[src/rtl/pdma_seq_pkg.sv]
package pdma_seq_pkg;
  typedef enum logic [2:0] {
    S_IDLE, S_LDA, S_LDC, S_MOVE, S_WBA, S_WBC
  } seq_st_e;

  localparam int CNT_W    = 16;
  localparam int DIR_POS  = 16;
  localparam int IE_POS   = 17;
  localparam int DONE_POS = 18;
endpackage

[src/rtl/pdma_arb.sv]
module pdma_arb #(
  parameter int NCH = 10,
  parameter int CHW = $clog2(NCH)
) (
  input  logic [NCH-1:0] elig,
  output logic           hit,
  output logic [CHW-1:0] pick
);
  always_comb begin
    hit  = |elig;
    pick = '0;
    for (int i = NCH - 1; i >= 0; i--) begin
      if (elig[i]) pick = CHW'(i);
    end
  end
endmodule

[src/rtl/pdma_chst.sv]
module pdma_chst #(
  parameter int NCH = 10,
  parameter int CHW = $clog2(NCH)
) (
  input  logic           clk,
  input  logic           rst_n,
  input  logic [NCH-1:0] sw_start,
  input  logic [NCH-1:0] sw_clr,
  input  logic           fin_v,
  input  logic           fin_end,
  input  logic           fin_ie,
  input  logic [CHW-1:0] fin_ch,
  output logic [NCH-1:0] armed,
  output logic [NCH-1:0] irq
);
  for (genvar g = 0; g < NCH; g++) begin : g_ch
    logic hit_g, arm_d, irq_d, en_g;

    always_comb begin
      hit_g = fin_v && fin_end && (fin_ch == CHW'(g));
      en_g  = hit_g || sw_start[g] || sw_clr[g];
      arm_d = sw_start[g] ? 1'b1 : (hit_g ? 1'b0 : armed[g]);
      irq_d = (hit_g && fin_ie) ? 1'b1 : (sw_clr[g] ? 1'b0 : irq[g]);
    end

    always_ff @(posedge clk or negedge rst_n) begin
      if (!rst_n) begin
        armed[g] <= 1'b0;
        irq[g]   <= 1'b0;
      end else if (en_g) begin
        armed[g] <= arm_d;
        irq[g]   <= irq_d;
      end
    end
  end
endmodule

[src/rtl/pdma_fsm.sv]
module pdma_fsm
  import pdma_seq_pkg::*;
#(
  parameter int          NCH       = 10,
  parameter int          CHW       = $clog2(NCH),
  parameter int          AW        = 16,
  parameter int          DW        = 32,
  parameter int          BURST     = 4,
  parameter logic [15:0] DESC_BASE = 16'h0100
) (
  input  logic           clk,
  input  logic           rst_n,
  input  logic           hit,
  input  logic [CHW-1:0] pick,
  output logic           mem_en,
  output logic           mem_we,
  output logic [AW-1:0]  mem_addr,
  output logic [DW-1:0]  mem_wdata,
  input  logic [DW-1:0]  mem_rdata,
  output logic [CHW-1:0] pf_sel,
  output logic           pf_pop,
  input  logic [DW-1:0]  pf_rdata,
  input  logic           pf_eop_in,
  output logic           pf_push,
  output logic [DW-1:0]  pf_wdata,
  output logic           pf_eop_out,
  output logic           fin_v,
  output logic           fin_end,
  output logic           fin_ie
);
  localparam int BW = $clog2(BURST + 1);

  seq_st_e            st_q, st_d;
  logic [CHW-1:0]     ch_q, ch_d;
  logic [AW-1:0]      addr_q, addr_d;
  logic [CNT_W-1:0]   cnt_q, cnt_d;
  logic               dir_q, dir_d, ie_q, ie_d, end_q, end_d;
  logic [BW-1:0]      beat_q, beat_d;
  logic [AW-1:0]      desc_a;
  logic [DW-1:0]      ctl_w;
  logic               stop_pkt, upd;

  assign desc_a  = AW'(DESC_BASE) + AW'({ch_q, 1'b0});
  assign fin_end = end_q;
  assign fin_ie  = ie_q;
  assign pf_sel  = ch_q;
  assign pf_wdata = mem_rdata;

  always_comb begin
    ctl_w = '0;
    ctl_w[CNT_W-1:0] = cnt_q;
    ctl_w[DIR_POS]   = dir_q;
    ctl_w[IE_POS]    = ie_q;
    ctl_w[DONE_POS]  = end_q;
  end

  always_comb begin
    st_d = st_q; ch_d = ch_q; addr_d = addr_q; cnt_d = cnt_q;
    dir_d = dir_q; ie_d = ie_q; end_d = end_q; beat_d = beat_q;
    mem_en = 1'b0; mem_we = 1'b0; mem_addr = desc_a; mem_wdata = '0;
    pf_pop = 1'b0; pf_push = 1'b0; pf_eop_out = 1'b0;
    fin_v = 1'b0; stop_pkt = 1'b0; upd = 1'b1;
    case (st_q)
      S_IDLE: begin
        upd = hit;
        if (hit) begin
          ch_d = pick;
          st_d = S_LDA;
        end
      end
      S_LDA: begin
        mem_en = 1'b1;
        addr_d = mem_rdata[AW-1:0];
        st_d   = S_LDC;
      end
      S_LDC: begin
        mem_en   = 1'b1;
        mem_addr = desc_a + AW'(1);
        cnt_d    = mem_rdata[CNT_W-1:0];
        dir_d    = mem_rdata[DIR_POS];
        ie_d     = mem_rdata[IE_POS];
        beat_d   = '0;
        end_d    = (mem_rdata[CNT_W-1:0] == '0);
        st_d     = end_d ? S_WBA : S_MOVE;
      end
      S_MOVE: begin
        mem_en   = 1'b1;
        mem_addr = addr_q;
        if (dir_q) begin
          pf_push    = 1'b1;
          pf_eop_out = (cnt_q == CNT_W'(1));
          stop_pkt   = pf_eop_out;
        end else begin
          pf_pop    = 1'b1;
          mem_we    = 1'b1;
          mem_wdata = pf_rdata;
          stop_pkt  = (cnt_q == CNT_W'(1)) || pf_eop_in;
        end
        addr_d = addr_q + AW'(1);
        cnt_d  = cnt_q - CNT_W'(1);
        beat_d = beat_q + BW'(1);
        if (stop_pkt || beat_q == BW'(BURST - 1)) begin
          end_d = stop_pkt;
          st_d  = S_WBA;
        end
      end
      S_WBA: begin
        mem_en    = 1'b1;
        mem_we    = 1'b1;
        mem_wdata = DW'(addr_q);
        st_d      = S_WBC;
      end
      S_WBC: begin
        mem_en    = 1'b1;
        mem_we    = 1'b1;
        mem_addr  = desc_a + AW'(1);
        mem_wdata = ctl_w;
        fin_v     = 1'b1;
        st_d      = S_IDLE;
      end
      default: st_d = S_IDLE;
    endcase
  end

  always_ff @(posedge clk or negedge rst_n) begin
    if (!rst_n) begin
      st_q <= S_IDLE; ch_q <= '0; addr_q <= '0; cnt_q <= '0;
      dir_q <= 1'b0; ie_q <= 1'b0; end_q <= 1'b0; beat_q <= '0;
    end else if (upd) begin
      st_q <= st_d; ch_q <= ch_d; addr_q <= addr_d; cnt_q <= cnt_d;
      dir_q <= dir_d; ie_q <= ie_d; end_q <= end_d; beat_q <= beat_d;
    end
  end
endmodule

[src/rtl/pdma_seq.sv]
module pdma_seq #(
  parameter int          NCH       = 10,
  parameter int          CHW       = $clog2(NCH),
  parameter int          AW        = 16,
  parameter int          DW        = 32,
  parameter int          BURST     = 4,
  parameter logic [15:0] DESC_BASE = 16'h0100
) (
  input  logic           clk,
  input  logic           rst_n,
  input  logic [NCH-1:0] chan_req,
  input  logic [NCH-1:0] sw_start,
  input  logic [NCH-1:0] sw_clr,
  output logic [NCH-1:0] irq,
  output logic           mem_en,
  output logic           mem_we,
  output logic [AW-1:0]  mem_addr,
  output logic [DW-1:0]  mem_wdata,
  input  logic [DW-1:0]  mem_rdata,
  output logic [CHW-1:0] pf_sel,
  output logic           pf_pop,
  input  logic [DW-1:0]  pf_rdata,
  input  logic           pf_eop_in,
  output logic           pf_push,
  output logic [DW-1:0]  pf_wdata,
  output logic           pf_eop_out
);
  logic [1:0]     rst_q;
  logic           rst_s_n;
  logic [NCH-1:0] armed;
  logic           hit, fin_v, fin_end, fin_ie;
  logic [CHW-1:0] pick;

  always_ff @(posedge clk or negedge rst_n) begin
    if (!rst_n) rst_q <= 2'b00;
    else        rst_q <= {rst_q[0], 1'b1};
  end
  assign rst_s_n = rst_q[1];

  pdma_arb #(.NCH(NCH), .CHW(CHW)) u_arb (
    .elig(chan_req & armed), .hit(hit), .pick(pick)
  );

  pdma_chst #(.NCH(NCH), .CHW(CHW)) u_chst (
    .clk(clk), .rst_n(rst_s_n), .sw_start(sw_start), .sw_clr(sw_clr),
    .fin_v(fin_v), .fin_end(fin_end), .fin_ie(fin_ie), .fin_ch(pf_sel),
    .armed(armed), .irq(irq)
  );

  pdma_fsm #(.NCH(NCH), .CHW(CHW), .AW(AW), .DW(DW), .BURST(BURST),
             .DESC_BASE(DESC_BASE)) u_fsm (
    .clk(clk), .rst_n(rst_s_n), .hit(hit), .pick(pick),
    .mem_en(mem_en), .mem_we(mem_we), .mem_addr(mem_addr),
    .mem_wdata(mem_wdata), .mem_rdata(mem_rdata),
    .pf_sel(pf_sel), .pf_pop(pf_pop), .pf_rdata(pf_rdata),
    .pf_eop_in(pf_eop_in), .pf_push(pf_push), .pf_wdata(pf_wdata),
    .pf_eop_out(pf_eop_out), .fin_v(fin_v), .fin_end(fin_end), .fin_ie(fin_ie)
  );
endmodule

[config.mk]
export PLATFORM = sky130hd
export DESIGN_NAME = pdma_seq
export DESIGN_NICKNAME = d
export VERILOG_FILES = /design/src/rtl/pdma_seq_pkg.sv /design/src/rtl/pdma_arb.sv /design/src/rtl/pdma_chst.sv /design/src/rtl/pdma_fsm.sv /design/src/rtl/pdma_seq.sv
export SDC_FILE = /design/constraint.sdc
export NUM_CORES = 1
export LEC_CHECK = 0
export ABC_CLOCK_PERIOD_IN_PS = 2000
export BUFFER_PORTS_ARGS = -buffer_cell sky130_fd_sc_hd__buf_2
export CAP_MARGIN = 10
export CORE_UTILIZATION = 44
export DETAILED_ROUTE_END_ITERATION = 12
export GPL_ROUTABILITY_DRIVEN = 1
export PLACE_DENSITY = 0.82
export SLEW_MARGIN = 20
export SYNTH_ARGS = -nofsm -noshare
export SYNTH_HDL_FRONTEND = slang
export SYNTH_HIERARCHICAL = 1
export SYNTH_SLANG_ARGS = --single-unit
[constraint.sdc]
create_clock -name clk -period 2 [get_ports clk]
set_input_delay 0.2 -clock clk [delete_from_list [all_inputs] [get_ports clk]]
set_output_delay 0.2 -clock clk [all_outputs]
set_load 0.01 [all_outputs]
### After elaboration in Yosys (flattened, before gate mapping)

Cells that the tools add are included.

| word-level totals | value |
|---|---|
| register bits | 67 |
| word-level logic and storage cells | 225 |

| cells by class | value |
|---|---|
| $add $sub $neg | 5 |
| equality and inequality tests | 18 |
| mux-type cells | 74 |
| bitwise gates (word level) | 1 |
| reduce and logical (&&, ||, !) cells | 98 |

Operators by type and width:

| kind | number |
|---|---|
| $pmux 16 s2 | 3 |
| $pmux 32 s3 | 1 |
| $mux 1 | 52 |
| $reduce_and 2->1 | 23 |
| $reduce_bool 2->1 | 22 |
| $mux 4 | 10 |
| $add 16x1->16 const B | 2 |
| $mux 32 | 1 |
| $logic_or 1x1->1 | 22 |
| $logic_and 1x1->1 | 21 |
| $eq 16x1->1 const B | 1 |
| $eq 4x3->1 const B | 4 |
| $logic_not 16->1 | 1 |
| $sub 16x1->16 const B | 1 |
| $pmux 3 s5 | 1 |
| $add 9x5->10 const A | 1 |
| $and 10x10->10 | 1 |
| $reduce_or 10->1 | 1 |
| $eq 3x2->1 const B | 3 |
| $mux 3 | 3 |
| $reduce_and 3->1 | 3 |
| $eq 4x2->1 const B | 2 |
| $eq 4x4->1 const B | 2 |
| $eq 3x3->1 const B | 2 |
| other kinds (10) | 13 |

### Logic depth before layout (Yosys ltp)

| logic depth | value |
|---|---|
| word-level depth | 11 |
| mapped depth | 7 |

### Cells and area by module

The synthesis kept the hierarchy.

By module, submodules not included:

| module | instances | cells each | area each (sq um) |
|---|---|---|---|
| pdma_fsm | 1 | 432 | 3470.8 |
| pdma_chst | 1 | 83 | 890.9 |
| pdma_seq | 1 | 13 | 116.4 |
| pdma_arb | 1 | 18 | 101.3 |

### Least setup slack after synthesis

Ideal clock, no wire load.

| timing path | value |
|---|---|
| path type | reg-to-reg |
| from | reg u_fsm.cnt_q[0] |
| to | reg u_fsm.cnt_q[14] |
| setup time | 0.069 ns |
| arrival time | 1.625 ns |
| data required time | 1.931 ns |
| setup slack | 0.306 ns |
| cell stages (with the launch flop) | 7 |
| buffers on the path | 0 |
| period minus slack after synthesis | 1.694 ns |
| path through | dfrtp_1 inv_1 ha_1 nor4b_2 nand2_1 or4b_1 nand3_1 |

| between the ends | value |
|---|---|
| cells in the longest elaborated chain, start to end | 2 |

Ends and longest elaborated chain:

| element | line | text |
|---|---|---|
| from (decl) | pdma_fsm.sv:36 | `logic [CNT_W-1:0] cnt_q, cnt_d;` |
| from (signal assigned) | pdma_fsm.sv:130 | `st_q <= st_d; ch_q <= ch_d; addr_q <= addr_d; cnt_q <= cnt_d;` |
| $sub 16x1->16 | pdma_fsm.sv:100 | `cnt_d = cnt_q - CNT_W'(1);` |
| $pmux 16 s2 | pdma_fsm.sv:63 | `case (st_q)` |

Every way passes these cells.
A chain may end at the register's enable or synchronous reset.

### Final worst setup path

| timing path | value |
|---|---|
| from | reg u_fsm.st_q[0] |
| to | out mem_wdata[2] |

| between the ends | value |
|---|---|
| cells in the longest elaborated chain, start to end | 2 |
| elaborated cells on any way between the ends | 4 |
| those cells by class | eq/ne: 3; mux: 1 |

Ends and longest elaborated chain:

| element | line | text |
|---|---|---|
| from (decl) | pdma_fsm.sv:33 | `seq_st_e st_q, st_d;` |
| from (signal assigned) | pdma_fsm.sv:130 |  |
| $eq 3x3->1 or $eq 3x2->1 (tied branches) | pdma_fsm.sv:63 |  |
| $pmux 32 s3 (*) | pdma_fsm.sv:63 |  |
| to (decl) | pdma_seq.sv:18 | `output logic [DW-1:0] mem_wdata,` |

Every way passes the cells marked *; elsewhere a longest branch is shown, timed or not.

==> impl_metrics.csv <==
group,metric,value,unit
finish,fillers,877,
cts,cts_tree,"done",
sta,finalCritPeriodShare,100.5,%
logic_synthesis,synth.distinct_cells,66,
drt,vias,4967,
critical_path,rr_startpoint,"u_fsm/cnt_q[0]$_DFFE_PN0P_",
cts,cts.reportedPaths.clkPinSlew,0.08,ns
finish,stdcell_count,836,
cts,cts_buffers,9,
sta,max_slew_margin,55.21,%
finish,area_growth,25.87,%
drt,viasPerCell,5.941,
global_routing,first_global_vias,4618,
global_routing,grt_max_degree,31,
die,core,0.009910,mm2
outcome,status,"finished with violations",
critical_path,start_kind,"register",
logic_synthesis,synth_fp_nets,648,
flow_run,max_cap_violations,0,
finish,fin_area,0.005764,mm2
worst_hold_path,holdCritStartpoint,"sw_clr[9]",
drt,wl_per_cell,18.27,um
cts,insertion_delay,0.36,ns
critical_path,critPathKind,"register to output pin",
die,start_util,46.21,%
die,dieHeight,104.0,um
place,dp.cells,813,
logic_synthesis,ys_seq_elements,67,
place,placed_area,0.005446,mm2
drt,routed_wl,15270,um
logic_synthesis,synth_edf_count,0,
global_routing,antenna_found_initial,0,
place,io_buffers,167,
sta,setup_viol,1,
critical_path,endpoint_kind,"output pin",
worst_hold_path,whs_path_depth,2,
power,peakVddDrop,0.0005489,V
finish,nets,800,
outcome,violations,"setup timing",
logic_synthesis,yosysSeqAreaShare,36.61,%
logic_synthesis,synth_cells,546,
logic_synthesis,synth_top_area_cell,"dfrtp_1",
logic_synthesis,ys_top_cells_by_count,"dfrtp_1, nand2_1, nor2_1",
sta,tightest_slew,0.6719,ns
critical_path,worstPathRequired,1.80,ns
critical_path,startpoint,"u_fsm/st_q[0]$_DFFE_PN0P_",
logic_synthesis,synth_flop_cell,"dfrtp_1",
power,power,0.008201,W
sta,fin_ws,-0.01030,ns
drt,firstDrtPassIters,7,
logic_synthesis,yosysMostFrequentCell,"dfrtp_1",
critical_path,path_max_fanout,11,
sta,fmax,497.4,MHz
die,pin_count,196,
global_routing,grt_use_total,27.72,%
sta,holdWs,0.03382,ns
cts,clock_sinks,67,
sta,min_period,2.010,ns
drt,drtIter0Drc,486,
place,gp_congestion,0.9417,
worst_hold_path,hp-class,"input pin to register",
global_routing,grt_first_pass_wirelength,23780,um
critical_path,worst_ep_arrival_time,1.81,ns
logic_synthesis,synth_area_leaders,"dfrtp_1, buf_4, and2_1",
worst_hold_path,holdPathEnd,"u_chst/irq[9]$_DFFE_PN0P_",
die,row_count,36,
finish,drive_gt1_share,35.28,%
place,place_ws,0.1141,ns
critical_path,reg2reg_depth,6,
die,dieWidth,104.0,um
cts,cts_buffer_depth,2,
sta,fin_skew,0.008292,ns
critical_path,ff2ff_setup_slack,0.14,ns
cts,h-tree-depth,3,
logic_synthesis,synth_top_area_share,36.61,%
drt,route.detailed.drc,0,
logic_synthesis,syn_area,0.004579,mm2
finish,num_antenna_cells,0,
drt,ant_nets,0,
global_routing,grt.overflow.total,0,
power,power_density,1423,mW/mm2
logic_synthesis,async_flop_share,100.0,%
place,place_hpwl,11520,um
power,leakagePower,2.827,nW
sta,rsz0062_at_grt,"true",
sta,slew_violations,0,
logic_synthesis,synth_area_per_cell,8.387,um2
cts,cts-root-buf,"clkbuf_8",
die,die-area,0.01082,mm2
sta,hold_viol,0,
logic_synthesis,ys_warn_count,6,
critical_path,r2r_end,"u_fsm/cnt_q[14]$_DFFE_PN0P_",
## layer usage
| layer | GRT usage [%] | share of wire [%] | vias to the layer above |
|---|---|---|---|
| li1 | - | - | 2251 |
| met1 | 35.46 | 40 | 2379 |
| met2 | 45.95 | 48 | 283 |
| met3 | 5.576 | 8.8 | 54 |
| met4 | 10.82 | 3.3 | 0 |
| met5 | 0 | 0 | - |
## critical path, cell delays in order (launching register included)
cell and delay [ns]:
dfrtp_2 0.48, nand2_1 0.13, nor2_1 0.10, buf_4 0.19
a222oi_1 0.33, inv_1 0.08, buf_2 0.15
## flip-flops by register name (all words and copies together), names as in the netlist, 2 cells and up
signal and flops:
u_fsm/addr_q 16, u_fsm/cnt_q 16, u_chst/armed 10, u_chst/irq 10, u_fsm/pf_sel 4, u_fsm/beat_q 3, u_fsm/st_q 3, rst_q 2
## through the flow
step | util, % | setup TNS, ns
floorplan | - | 0
global placement | 54.96 | 0
detailed placement | 54.96 | 0
CTS | 57.31 | 0
global route | 58.17 | -0.6050
finish | 58.17 | -0.01030
## how the worst max path moves through the flow
| stage | to | cells past startpoint |
|---|---|---|
| CTS | mem_wdata[2] | 6 |
| global placement | u_fsm/cnt_q[14]$_DFFE_PN0P_ | 6 |
| floorplan | u_fsm/cnt_q[14]$_DFFE_PN0P_ | 6 |
| finish | mem_wdata[2] | 6 |
| detailed placement | u_fsm/pf_sel[1]$_DFFE_PN0P_ | 5 |
| global route | mem_wdata[8] | 6 |
## cells in the final DEF, fill, tap and decap left out, types with 10 or more instances in the layout
master	synthesis	routed
buf_4	32	35
dfrtp_1	67	63
clkbuf_8	0	11
nand3_1	24	24
buf_2	12	167
o22ai_1	28	28
nand2_1	48	48
nor3b_1	11	10
nor2_1	39	38
nor3_1	15	15
and2_1	32	33
a21oi_1	36	36
a222oi_1	16	16
inv_1	36	35
o21ai_0	13	12
## layout make-up
cell class                      count  area, um2  share of cell area (%)
Multi-Input combinational cell    377       2414                   41.87
Sequential cell                    67       1682                   29.17
Timing Repair Buffer              206       1152                   19.99
Tap cell                          133      166.4                   2.887
Clock buffer                       11      151.4                   2.626
Inverter                           37      138.9                   2.409
Clock inverter                      5      60.06                   1.042
## cells by family (layout without fill, tap and decap cells)
family,after synthesis,after routing,synth area share (%)
other,1,1,0.08189
multiplexers,15,15,3.443
AND/OR/NAND/NOR,225,225,27.62
flip-flops,67,67,36.61
buffers and inverters,102,259,11.31
adder cells (fa/ha/maj),5,5,1.366
AO/OA/AOI/OAI,131,131,19.56
## power breakdown
part,internal [W],switching (W),leakage [nW]
registers,0.00180,0.000894,0.794
clock network,0.000649,0.000587,0.106
logic,0.00187,0.00240,1.93
total,0.00432,0.00388,2.83
## repair_timing
action                                  CTS  global route
endpoints found under the setup margin   25            32
hold endpoints to repair                  2             0
resized for setup                         5            10
hold buffers                              1             0
cloned                                    0             0
pin swaps                                 1             7
buffers inserted                          0             6
Power figures use the tool's default switching activity.
